`src/rtl/csqrt_pkg.sv`:
```
package csqrt_pkg;

  // 1/An for the hyperbolic gain, scaled by 2^GAIN_FRAC
  localparam int GAIN_FRAC = 16;
  localparam int unsigned GAIN_CODE = 32'd79135;

  // number of rotations for shifts 1..max_sh, with the 4, 13, 40 ... repeats
  function automatic int rot_count(input int max_sh);
    int n;
    int rep;
    n   = 0;
    rep = 4;
    for (int s = 1; s <= max_sh; s++) begin
      n = n + 1;
      if (s == rep) begin
        n   = n + 1;
        rep = 3 * rep + 1;
      end
    end
    return n;
  endfunction

  // shift amount used by rotation number idx
  function automatic int rot_shift(input int idx, input int max_sh);
    int n;
    int rep;
    int res;
    n   = 0;
    rep = 4;
    res = max_sh;
    for (int s = 1; s <= max_sh; s++) begin
      if (n == idx) res = s;
      n = n + 1;
      if (s == rep) begin
        if (n == idx) res = s;
        n   = n + 1;
        rep = 3 * rep + 1;
      end
    end
    return res;
  endfunction

endpackage

```
`src/rtl/csqrt_norm.sv`:
```
module csqrt_norm #(
  parameter int W     = 16,
  parameter int GUARD = 4
) (
  input  logic                                  clk,
  input  logic                                  rst_n,
  input  logic                                  en,
  input  logic                                  clr,
  input  logic                                  in_v,
  input  logic [W-1:0]                          in_u,
  output logic                                  out_v,
  output logic signed [W-2+GUARD+4-1:0]         out_x,
  output logic signed [W-2+GUARD+4-1:0]         out_y,
  output logic [$clog2(W/2)-1:0]                out_k,
  output logic                                  out_z
);
  localparam int NS = $clog2(W) - 1;   // even-shift steps: 2^NS .. 2
  localparam int MW = W - 1;           // magnitude bits
  localparam int FI = W - 2 + GUARD;   // internal fraction bits
  localparam int IW = FI + 4;
  localparam int KW = $clog2(W / 2);
  localparam logic signed [IW-1:0] QTR = IW'(1) << (FI - 2);

  logic              v_q [0:NS];
  logic [MW-1:0]     m_q [0:NS];
  logic [KW-1:0]     k_q [0:NS];
  logic [MW-1:0]     m_d [1:NS];
  logic [KW-1:0]     k_d [1:NS];
  logic signed [IW-1:0] base, x_d, y_d;
  logic              z_d;

  // leading-zero shifter in even steps
  always_comb begin
    for (int i = 0; i < NS; i++) begin
      m_d[i+1] = m_q[i];
      k_d[i+1] = k_q[i];
      if ((m_q[i] >> (MW - (1 << (NS - i)))) == '0) begin
        m_d[i+1] = m_q[i] << (1 << (NS - i));
        k_d[i+1] = k_q[i] + KW'((1 << (NS - i)) >> 1);
      end
    end
  end

  // starting vector (v + 1/4, v - 1/4)
  always_comb begin
    base = $signed({{(IW - MW){1'b0}}, m_q[NS]}) <<< GUARD;
    x_d  = base + QTR;
    y_d  = base - QTR;
    z_d  = (m_q[NS] == '0);
  end

  always_ff @(posedge clk or negedge rst_n) begin
    if (!rst_n) begin
      for (int i = 0; i <= NS; i++) v_q[i] <= 1'b0;
      out_v <= 1'b0;
    end else if (clr) begin
      for (int i = 0; i <= NS; i++) v_q[i] <= 1'b0;
      out_v <= 1'b0;
    end else if (en) begin
      v_q[0] <= in_v;
      for (int i = 0; i < NS; i++) v_q[i+1] <= v_q[i];
      out_v <= v_q[NS];
    end
  end

  always_ff @(posedge clk) begin
    if (en) begin
      m_q[0] <= in_u[MW-1:0];
      k_q[0] <= '0;
      for (int i = 0; i < NS; i++) begin
        m_q[i+1] <= m_d[i+1];
        k_q[i+1] <= k_d[i+1];
      end
      out_x <= x_d;
      out_y <= y_d;
      out_k <= k_q[NS];
      out_z <= z_d;
    end
  end

endmodule

```
`src/rtl/csqrt_rot.sv`:
```
module csqrt_rot #(
  parameter int IW    = 22,
  parameter int KW    = 3,
  parameter int SHIFT = 1
) (
  input  logic                 clk,
  input  logic                 rst_n,
  input  logic                 en,
  input  logic                 clr,
  input  logic                 in_v,
  input  logic signed [IW-1:0] in_x,
  input  logic signed [IW-1:0] in_y,
  input  logic [KW-1:0]        in_k,
  input  logic                 in_z,
  output logic                 out_v,
  output logic signed [IW-1:0] out_x,
  output logic signed [IW-1:0] out_y,
  output logic [KW-1:0]        out_k,
  output logic                 out_z
);
  logic signed [IW-1:0] x_d, y_d;

  // rotate so that y moves toward zero
  always_comb begin
    if (in_y[IW-1]) begin
      x_d = in_x + (in_y >>> SHIFT);
      y_d = in_y + (in_x >>> SHIFT);
    end else begin
      x_d = in_x - (in_y >>> SHIFT);
      y_d = in_y - (in_x >>> SHIFT);
    end
  end

  always_ff @(posedge clk or negedge rst_n) begin
    if (!rst_n)     out_v <= 1'b0;
    else if (clr)   out_v <= 1'b0;
    else if (en)    out_v <= in_v;
  end

  always_ff @(posedge clk) begin
    if (en) begin
      out_x <= x_d;
      out_y <= y_d;
      out_k <= in_k;
      out_z <= in_z;
    end
  end

endmodule

```
`src/rtl/csqrt_post.sv`:
```
module csqrt_post
  import csqrt_pkg::*;
#(
  parameter int W     = 16,
  parameter int F     = 10,
  parameter int GUARD = 4
) (
  input  logic                          clk,
  input  logic                          rst_n,
  input  logic                          en,
  input  logic                          clr,
  input  logic                          in_v,
  input  logic signed [W-2+GUARD+4-1:0] in_x,
  input  logic [$clog2(W/2)-1:0]        in_k,
  input  logic                          in_z,
  output logic                          out_v,
  output logic [W-1:0]                  out_q
);
  localparam int FI     = W - 2 + GUARD;
  localparam int IW     = FI + 4;
  localparam int HALF_E = (W - 2 - F) / 2;
  localparam int BASE   = FI + GAIN_FRAC - F - HALF_E;
  localparam int PW     = IW + GAIN_FRAC + 2;

  logic [PW-1:0] prod, rnd;
  logic [W-1:0]  q_d;
  int            sh;

  // gain removal, exponent restore, round to nearest
  always_comb begin
    prod = PW'($unsigned(in_x)) * PW'(GAIN_CODE);
    sh   = BASE + int'(in_k);
    rnd  = prod + (PW'(1) << (sh - 1));
    q_d  = in_z ? '0 : W'(rnd >> sh);
  end

  always_ff @(posedge clk or negedge rst_n) begin
    if (!rst_n)     out_v <= 1'b0;
    else if (clr)   out_v <= 1'b0;
    else if (en)    out_v <= in_v;
  end

  always_ff @(posedge clk) begin
    if (en) out_q <= q_d;
  end

endmodule

```
`src/rtl/csqrt_pipe.sv`:
```
module csqrt_pipe
  import csqrt_pkg::*;
#(
  parameter int W         = 16,
  parameter int F         = 10,
  parameter int GUARD     = 4,
  parameter int MAX_SHIFT = W - 1
) (
  input  logic         clk,
  input  logic         rst_n,
  input  logic         restart,
  input  logic         up_valid,
  output logic         up_ready,
  input  logic [W-1:0] up_data,
  output logic         dn_valid,
  input  logic         dn_ready,
  output logic [W-1:0] dn_data
);
  localparam int NR = rot_count(MAX_SHIFT);
  localparam int FI = W - 2 + GUARD;
  localparam int IW = FI + 4;
  localparam int KW = $clog2(W / 2);

  logic en;
  assign en       = dn_ready;
  assign up_ready = dn_ready;

  logic                 cv [0:NR];
  logic signed [IW-1:0] cx [0:NR];
  logic signed [IW-1:0] cy [0:NR];
  logic [KW-1:0]        ck [0:NR];
  logic                 cz [0:NR];

  csqrt_norm #(.W(W), .GUARD(GUARD)) u_norm (
    .clk(clk), .rst_n(rst_n), .en(en), .clr(restart),
    .in_v(up_valid), .in_u(up_data),
    .out_v(cv[0]), .out_x(cx[0]), .out_y(cy[0]), .out_k(ck[0]), .out_z(cz[0])
  );

  for (genvar j = 0; j < NR; j++) begin : g_rot
    csqrt_rot #(.IW(IW), .KW(KW), .SHIFT(rot_shift(j, MAX_SHIFT))) u_rot (
      .clk(clk), .rst_n(rst_n), .en(en), .clr(restart),
      .in_v(cv[j]), .in_x(cx[j]), .in_y(cy[j]), .in_k(ck[j]), .in_z(cz[j]),
      .out_v(cv[j+1]), .out_x(cx[j+1]), .out_y(cy[j+1]), .out_k(ck[j+1]), .out_z(cz[j+1])
    );
  end

  csqrt_post #(.W(W), .F(F), .GUARD(GUARD)) u_post (
    .clk(clk), .rst_n(rst_n), .en(en), .clr(restart),
    .in_v(cv[NR]), .in_x(cx[NR]), .in_k(ck[NR]), .in_z(cz[NR]),
    .out_v(dn_valid), .out_q(dn_data)
  );

endmodule

```
`config.mk`:
```
export PLATFORM = sky130hd
export DESIGN_NAME = csqrt_pipe
export DESIGN_NICKNAME = d
export VERILOG_FILES = /design/src/rtl/csqrt_pkg.sv /design/src/rtl/csqrt_norm.sv /design/src/rtl/csqrt_rot.sv /design/src/rtl/csqrt_post.sv /design/src/rtl/csqrt_pipe.sv
export SDC_FILE = /design/constraint.sdc
export NUM_CORES = 2
export LEC_CHECK = 0
export CAP_MARGIN = 20
export CELL_PAD_IN_SITES_DETAIL_PLACEMENT = 1
export CELL_PAD_IN_SITES_GLOBAL_PLACEMENT = 1
export CORE_ASPECT_RATIO = 0.8
export CORE_MARGIN = 2
export CORE_UTILIZATION = 35
export CTS_BUF_LIST = sky130_fd_sc_hd__clkbuf_4 sky130_fd_sc_hd__clkbuf_8 sky130_fd_sc_hd__clkbuf_16
export DETAILED_ROUTE_END_ITERATION = 16
export DONT_BUFFER_PORTS = 1
export PLACE_DENSITY_LB_ADDON = 0.1
export SLEW_MARGIN = 5
export SYNTH_ARGS = -nofsm -noshare
export SYNTH_HDL_FRONTEND = slang
export SYNTH_SLANG_ARGS = --single-unit
```
`constraint.sdc`:
```
create_clock -name clk -period 6.5 [get_ports clk]
set_input_delay 1.3 -clock clk [delete_from_list [all_inputs] [get_ports clk]]
set_output_delay 1.3 -clock clk [all_outputs]
set_load 0.02 [all_outputs]
```
== Yosys cells after proc, flatten, opt, wreduce, memory -nomap -nowiden ==
Memory sizes are Yosys's and may differ from the RTL's. A register that Yosys moved wholly into a read port is not among the register bits.
Cells that the tools add are included.

* Bits of input ports: 21
* Register bits after elaboration: 874
* Memories kept: 2
* Logic and storage cells: 259
* Memory bits (writable): 72
* Output and inout bits: 18

* Reductions and logical operators: 5
* Shift operators: 2
* Multipliers: 1
* $add $sub $neg: 74
* Muxes and demuxes: 81

{| class="wikitable"
|+ Memories
! name !! depth !! width !! read ports !! clocked after memory_dff !! wr ports !! RTL line !! RTL
|-
| u_norm.m_q || 4 || 15 || 4 || 0 || 4 || csqrt_norm.sv:25 || <nowiki>logic [MW-1:0] m_q [0:NS];</nowiki>
|-
| u_norm.k_q || 4 || 3 || 4 || 1 || 4 || csqrt_norm.sv:26 || <nowiki>logic [KW-1:0] k_q [0:NS];</nowiki>
|}

{| class="wikitable"
|+ Operators by type and width
! cell !! number
|-
| 2-to-1 mux 22 bit || 33
|-
| adder 22 x 18 -> 22 bit || 4
|-
| adder 22 x 9 -> 22 bit || 4
|-
| subtractor 22 x 18 -> 22 bit || 4
|-
| subtractor 22 x 9 -> 22 bit || 4
|-
| logical NOT 15 bit || 4
|-
| 2-to-1 mux 15 bit || 3
|-
| adder 22 x 10 -> 22 bit || 2
|-
| adder 22 x 11 -> 22 bit || 2
|-
| adder 22 x 12 -> 22 bit || 2
|-
| adder 22 x 13 -> 22 bit || 2
|-
| adder 22 x 14 -> 22 bit || 2
|-
| adder 22 x 15 -> 22 bit || 2
|-
| adder 22 x 16 -> 22 bit || 2
|-
| adder 22 x 17 -> 22 bit || 2
|-
| adder 22 x 19 -> 22 bit || 2
|-
| adder 22 x 20 -> 22 bit || 2
|-
| adder 22 x 8 -> 22 bit || 2
|-
| subtractor 22 x 10 -> 22 bit || 2
|-
| subtractor 22 x 11 -> 22 bit || 2
|-
| subtractor 22 x 12 -> 22 bit || 2
|-
| subtractor 22 x 13 -> 22 bit || 2
|-
| subtractor 22 x 14 -> 22 bit || 2
|-
| subtractor 22 x 15 -> 22 bit || 2
|-
| 26 further kinds || 73
|}

== Logic depth before layout (Yosys ltp) ==
* Depth after elaboration: 5
* Depth in mapped cells: 28
* Depth with buffers taken out: 24

== By module ==
A second synthesis with hierarchy kept.

* Cell total of the unflattened synthesis: 9003
* Area total of the unflattened synthesis: 87042.2 um2

{| class="wikitable"
|+ Modules (own cells, without submodules)
! module !! times used !! cells each !! area each (um2) !! sequential area each (um2)
|-
| csqrt_post || 1 || 965 || 9122.5 || 505.5
|-
| csqrt_rot (g_rot[3].u_rot ...) || 2 || 486 || 4526.8 || 1466.4
|-
| csqrt_rot (g_rot[2].u_rot) || 1 || 500 || 4619.4 || 1466.4
|-
| csqrt_rot (g_rot[0].u_rot) || 1 || 496 || 4586.9 || 1466.4
|-
| csqrt_rot (g_rot[8].u_rot) || 1 || 494 || 4533.1 || 1466.4
|-
| csqrt_rot (g_rot[1].u_rot) || 1 || 476 || 4468.0 || 1466.4
|-
| csqrt_rot (g_rot[5].u_rot) || 1 || 480 || 4421.7 || 1466.4
|-
| csqrt_rot (g_rot[6].u_rot) || 1 || 463 || 4419.2 || 1466.4
|-
| csqrt_rot (g_rot[9].u_rot) || 1 || 466 || 4389.2 || 1466.4
|-
| csqrt_rot (g_rot[7].u_rot) || 1 || 443 || 4364.2 || 1466.4
|-
| csqrt_rot (g_rot[11].u_rot) || 1 || 449 || 4277.9 || 1466.4
|-
| csqrt_rot (g_rot[16].u_rot) || 1 || 440 || 4235.3 || 1466.4
|-
| csqrt_rot (g_rot[13].u_rot) || 1 || 446 || 4211.5 || 1466.4
|-
| csqrt_rot (g_rot[12].u_rot) || 1 || 436 || 4177.8 || 1466.4
|-
| 5 more rows || - || - || - || -
|}

== Least setup slack after synthesis ==
OpenSTA, ideal clock, no wires.

* Path kind: register to register
* From: register g_rot[16].u_rot.out_k[1]
* To: register u_post.out_q[6] (data pin)
* Buffers on the path: 4
* Stages on the path, launching flop included: 27
* Arrival time: 6.781 ns
* Required time: 6.235 ns
* Period minus slack after synthesis: 7.046 ns
* Library setup time: 0.265 ns
* Setup slack: -0.546 ns
* Cells stage by stage: edfxtp_1 clkbuf_1 inv_1 clkbuf_1 clkbuf_1 ha_1 clkbuf_1 xnor2_1 nor4_1 fa_1 inv_1 fa_1 fa_1 inv_1 fa_1 fa_1 ha_1 a21oi_1 nand2_1 a41o_1 a21o_1 a21oi_2 a211oi_2 nor4_1 nor3_1 mux4_2 nor2b_4

* Longest elaborated chain between the ends: 5

{| class="wikitable"
|+ RTL lines
! item !! RTL line !! RTL
|-
| from (decl) || csqrt_rot.sv:18 || <nowiki>output logic [KW-1:0] out_k,</nowiki>
|-
| from (signal assigned) || csqrt_rot.sv:44 || <nowiki>out_k <= in_k;</nowiki>
|-
| adder 5 x 3 -> 6 bit (*) || csqrt_post.sv:32 || <nowiki>sh = BASE + int'(in_k);</nowiki>
|-
| subtractor 32 x 2 -> 32 bit || csqrt_post.sv:33 || <nowiki>rnd = prod + (PW'(1) << (sh - 1));</nowiki>
|-
| << shifter 1 x 32 -> 40 bit || csqrt_post.sv:33 ||
|-
| adder 39 x 40 -> 40 bit || csqrt_post.sv:33 ||
|-
| >> shifter 40 x 32 -> 16 bit (*) || csqrt_post.sv:34 || <nowiki>q_d = in_z ? '0 : W'(rnd >> sh);</nowiki>
|-
| to (signal assigned) || csqrt_post.sv:44 || <nowiki>if (en) out_q <= q_d;</nowiki>
|-
| to (decl) || csqrt_post.sv:17 || <nowiki>output logic [W-1:0] out_q</nowiki>
|}

Every way passes the cells marked *; elsewhere a longest branch is shown, timed or not.
A chain may end at the register's enable or synchronous reset.

== Final worst setup path ==
* From: register g_rot[16].u_rot.out_k[1]
* To: register u_post.out_q[11] (data pin)

Same word-level chain as after synthesis.

==> flow_metrics.tcl <==
set metrics [dict create \
    status "finished, violations left" \
    failed_checks "setup timing" \
    cp_cell_sequence "buf_4 > ha_4 > xnor2_4 > nor4_4 > fa_1 > inv_2 > fa_1 > fa_1 > inv_2 > fa_1 > fa_1 > ha_4 > nand4_1 > a2111oi_4 > o311a_1 > a21oi_4 > buf_6 > a211o_4 > a311oi_4 > or2_4 > a32oi_2 > a211oi_1" \
    dp_hpwl_mm 161.5 \
    cts.sinks 851 \
    htreeDepth 3 \
    area_growth_pct 12.09 \
    first_iter_violations 3111 \
    synth_cell_types 90 \
    slowest_stage "fa_1" \
    cpLargestDelayFamily "adder cells" \
    ys_ff_latch 851 \
    synth.area.mux_share 0.01466 \
    syn_avg_cell_area_um2 9.976 \
    synthesis.area_um2 70150 \
    period_minus_slack_ns 6.593 \
    drt-total-wl_mm 206.3 \
    yosys.area_share.simple 0.1364 \
    synth_edf_count 828 \
    die_h_um 404.4 \
    clk_pin_slew_ns 0.06 \
    critical_path.most_common_cell "fa_1" \
    start_util 0.3533 \
    grt_remaining_overflow 0 \
    io_buffer_count 0 \
    synth-compound-area-share 0.1357 \
    cts_hold_buf 0 \
    clk_latency_ns 0.81 \
    hold-worst-slack_ns 0.2103 \
    nets 8234 \
    drive_gt1_frac 0.07447 \
    io_pins 39 \
    ant_nets 0 \
    rsz0062_at_grt "true" \
    vias 52240 \
    via_per_inst 5.253 \
    timing.rr.start "g_rot[16].u_rot.out_k[1]$_DFFE_PP_" \
    mostFrequentLayoutCells "828 x edfxtp_1, 826 x ha_1, 661 x nor2_1" \
    synth_xor_area_frac 0.1146 \
    dieArea_um2 204100 \
    async_reset_ff_frac 0.02703 \
    synth_top_family_by_area "adder cells" \
    cts_tree "done" \
    setup_tns_ns -0.3347 \
    fmax_mhz 151.7 \
    yosys_warnings 0 \
    syn-num-nets 8074 \
    gp_congestion 0.8297 \
    clockRootBuffer "clkbuf_16" \
    fin_skew_ns 0.07037 \
    syn_inst 7032 \
    min_period_over_period 1.014 \
    die_x_um 504.5 \
    routedWlPerCell_um 20.74 \
    dr.pass1.iters 8 \
    final_hold_viol_count 0 \
    slew_headroom 0.005049 \
    hold_class "input port to asynchronous set/reset pin" \
    synth_fa_ha_area_frac 0.2019 \
    grt_pass1_vias 52720 \
    drc 0 \
    grt_max_degree 853 \
    clockBufferDepth 3 \
    drv.max_cap_violation_count 0 \
    path_buf_inv 4 \
    worstPathArrival_ns 7.21 \
    tightest_slew_ns 1.492 \
    fin_ws_ns -0.09340 \
    cp_max_fo 5 \
    cp.required_ns 7.12 \
    r2r_cells 22 \
    r2r_end "u_post.out_q[11]$_SDFFCE_PP0P_" \
    antenna_found_initial 7 \
    grt.total_usage 0.1980 \
    numCtsBuffers 102 \
    ys.flop_type "edfxtp_1" \
    yosysSeqAreaShare 0.3626 \
    final_core_util 0.3960 \
    reg2reg_slack_ns -0.09 \
    drv_slew 0 \
    critPathKind "flip-flop to flip-flop" \
    layout_commonest_cell "edfxtp_1" \
    rows 146 \
    end_kind "flip-flop" \
    crit_path_max_incr_delay_ns 0.56 \
    grt_first_pass_wirelength_mm 316.8 \
    cp-start-kind "flip-flop" \
    coreArea_um2 198600 \
    finalSetupViolCount 6 \
]
## per-layer routing
layer | vias up | share of wire | track usage
li1 | 25700 | - | -
met1 | 25680 | 0.55 | 0.3198
met2 | 691 | 0.39 | 0.2743
met3 | 170 | 0.043 | 0.02981
met4 | 2 | 0.016 | 0.03556
met5 | - | 0.000034 | 0
## logic make-up after synthesis
kind of cell / count (synthesis)
other: 1
DFF: 851
muxes: 94
buffers and inverters: 631
and+or+nand+nor: 2028
xor gates and xnor gates: 918
AOI/OAI and AO/OA: 1488
adders and majority gates: 1021
## per-stage QoR
stage | cell area, µm² | instances | setup WS, ns
global route | 78630 | 9944 | -0.3180
detailed placement | 74000 | 9710 | -0.1532
floorplan | 70220 | 7032 | 0.06311
global placement | 74000 | 9710 | -0.06607
finish | 78640 | 9945 | -0.09340
CTS | 77880 | 9909 | 0.006404
## flip-flops by register name, indices dropped and copies added, names as in the netlist
register and count:
g_rot.u_rot.out_x 336, g_rot.u_rot.out_y 319, u_norm.m_q 60, g_rot.u_rot.out_k 51, g_rot.u_rot.out_v 17, g_rot.u_rot.out_z 17
u_norm.out_y 16, u_post.out_q 16, u_norm.k_q 6, u_norm.v_q 4, u_norm.out_k 3, u_norm.out_x 3
u_norm.out_v 1, u_norm.out_z 1, u_post.out_v 1
## synth_stat cells (13+ instances only)
library cell | instances | area share
ha_1 | 836 | 0.15
o2111ai_1 | 33 | 0.0041
or2_2 | 17 | 0.0015
nand3_1 | 158 | 0.011
o41ai_1 | 28 | 0.0035
nor2b_1 | 89 | 0.0079
nand2_1 | 453 | 0.024
fa_1 | 185 | 0.053
a31o_2 | 28 | 0.0035
dfrtp_1 | 23 | 0.0082
o211ai_1 | 46 | 0.0049
edfxtp_1 | 828 | 0.35
o21a_1 | 58 | 0.0062
nor3_1 | 259 | 0.018
or4_1 | 20 | 0.0021
and2_1 | 34 | 0.0030
o31ai_1 | 19 | 0.0020
a31oi_1 | 60 | 0.0054
a211o_1 | 13 | 0.0016
a2111oi_0 | 15 | 0.0019
clkbuf_1 | 78 | 0.0042
or3_1 | 62 | 0.0055
a211oi_1 | 35 | 0.0037
xnor2_1 | 502 | 0.063
nor3b_1 | 25 | 0.0027
a21oi_1 | 555 | 0.040
nand2b_1 | 63 | 0.0056
inv_1 | 528 | 0.028
nand4_1 | 22 | 0.0020
xor2_1 | 416 | 0.052
a21o_1 | 164 | 0.018
nor4_1 | 61 | 0.0054
o21bai_1 | 84 | 0.0090
nor2_1 | 662 | 0.035
and3_1 | 53 | 0.0047
o21ai_0 | 233 | 0.017
mux2i_1 | 33 | 0.0047
buf_1 | 13 | 0.00070
mux2_2 | 60 | 0.0096
## area by class of cell
type                    count  area [µm²]
fillers                 22250      119900
multi-input cells        5550       42910
flip-flops and latches    851       25440
well taps                2664        3333
clock buffers             118        2673
inverters                 530        1993
repair buffers            157        1282
clock inverters            72       998.5
diodes                      3       7.507
## worst max path at each step
stage               cells past startpoint                             end  slack [ns]                           startpoint
finish                                 22  u_post.out_q[11]$_SDFFCE_PP0P_       -0.09   g_rot[16].u_rot.out_k[1]$_DFFE_PP_
global route                           23  u_post.out_q[12]$_SDFFCE_PP0P_       -0.32   g_rot[16].u_rot.out_k[1]$_DFFE_PP_
CTS                                    25  u_post.out_q[11]$_SDFFCE_PP0P_       0.006  g_rot[16].u_rot.out_x[15]$_DFFE_PP_
detailed placement                     21   u_post.out_q[4]$_SDFFCE_PP0P_       -0.15   g_rot[16].u_rot.out_x[7]$_DFFE_PP_
global placement                       21   u_post.out_q[4]$_SDFFCE_PP0P_       -0.07   g_rot[16].u_rot.out_x[7]$_DFFE_PP_
floorplan                              24   u_post.out_q[6]$_SDFFCE_PP0P_        0.06   g_rot[16].u_rot.out_k[1]$_DFFE_PP_
## repair_timing
| action | 4_1_cts | 5_1_grt |
|---|---|---|
| buffers inserted | 9 | 31 |
| pin swaps | 15 | 40 |
| setup endpoints to repair | 12 | 16 |
| resized for setup | 27 | 81 |
Power is left out: the tool's default activity adds up to more than one toggle a clock period on the data nets, which glitch-free logic cannot reach.
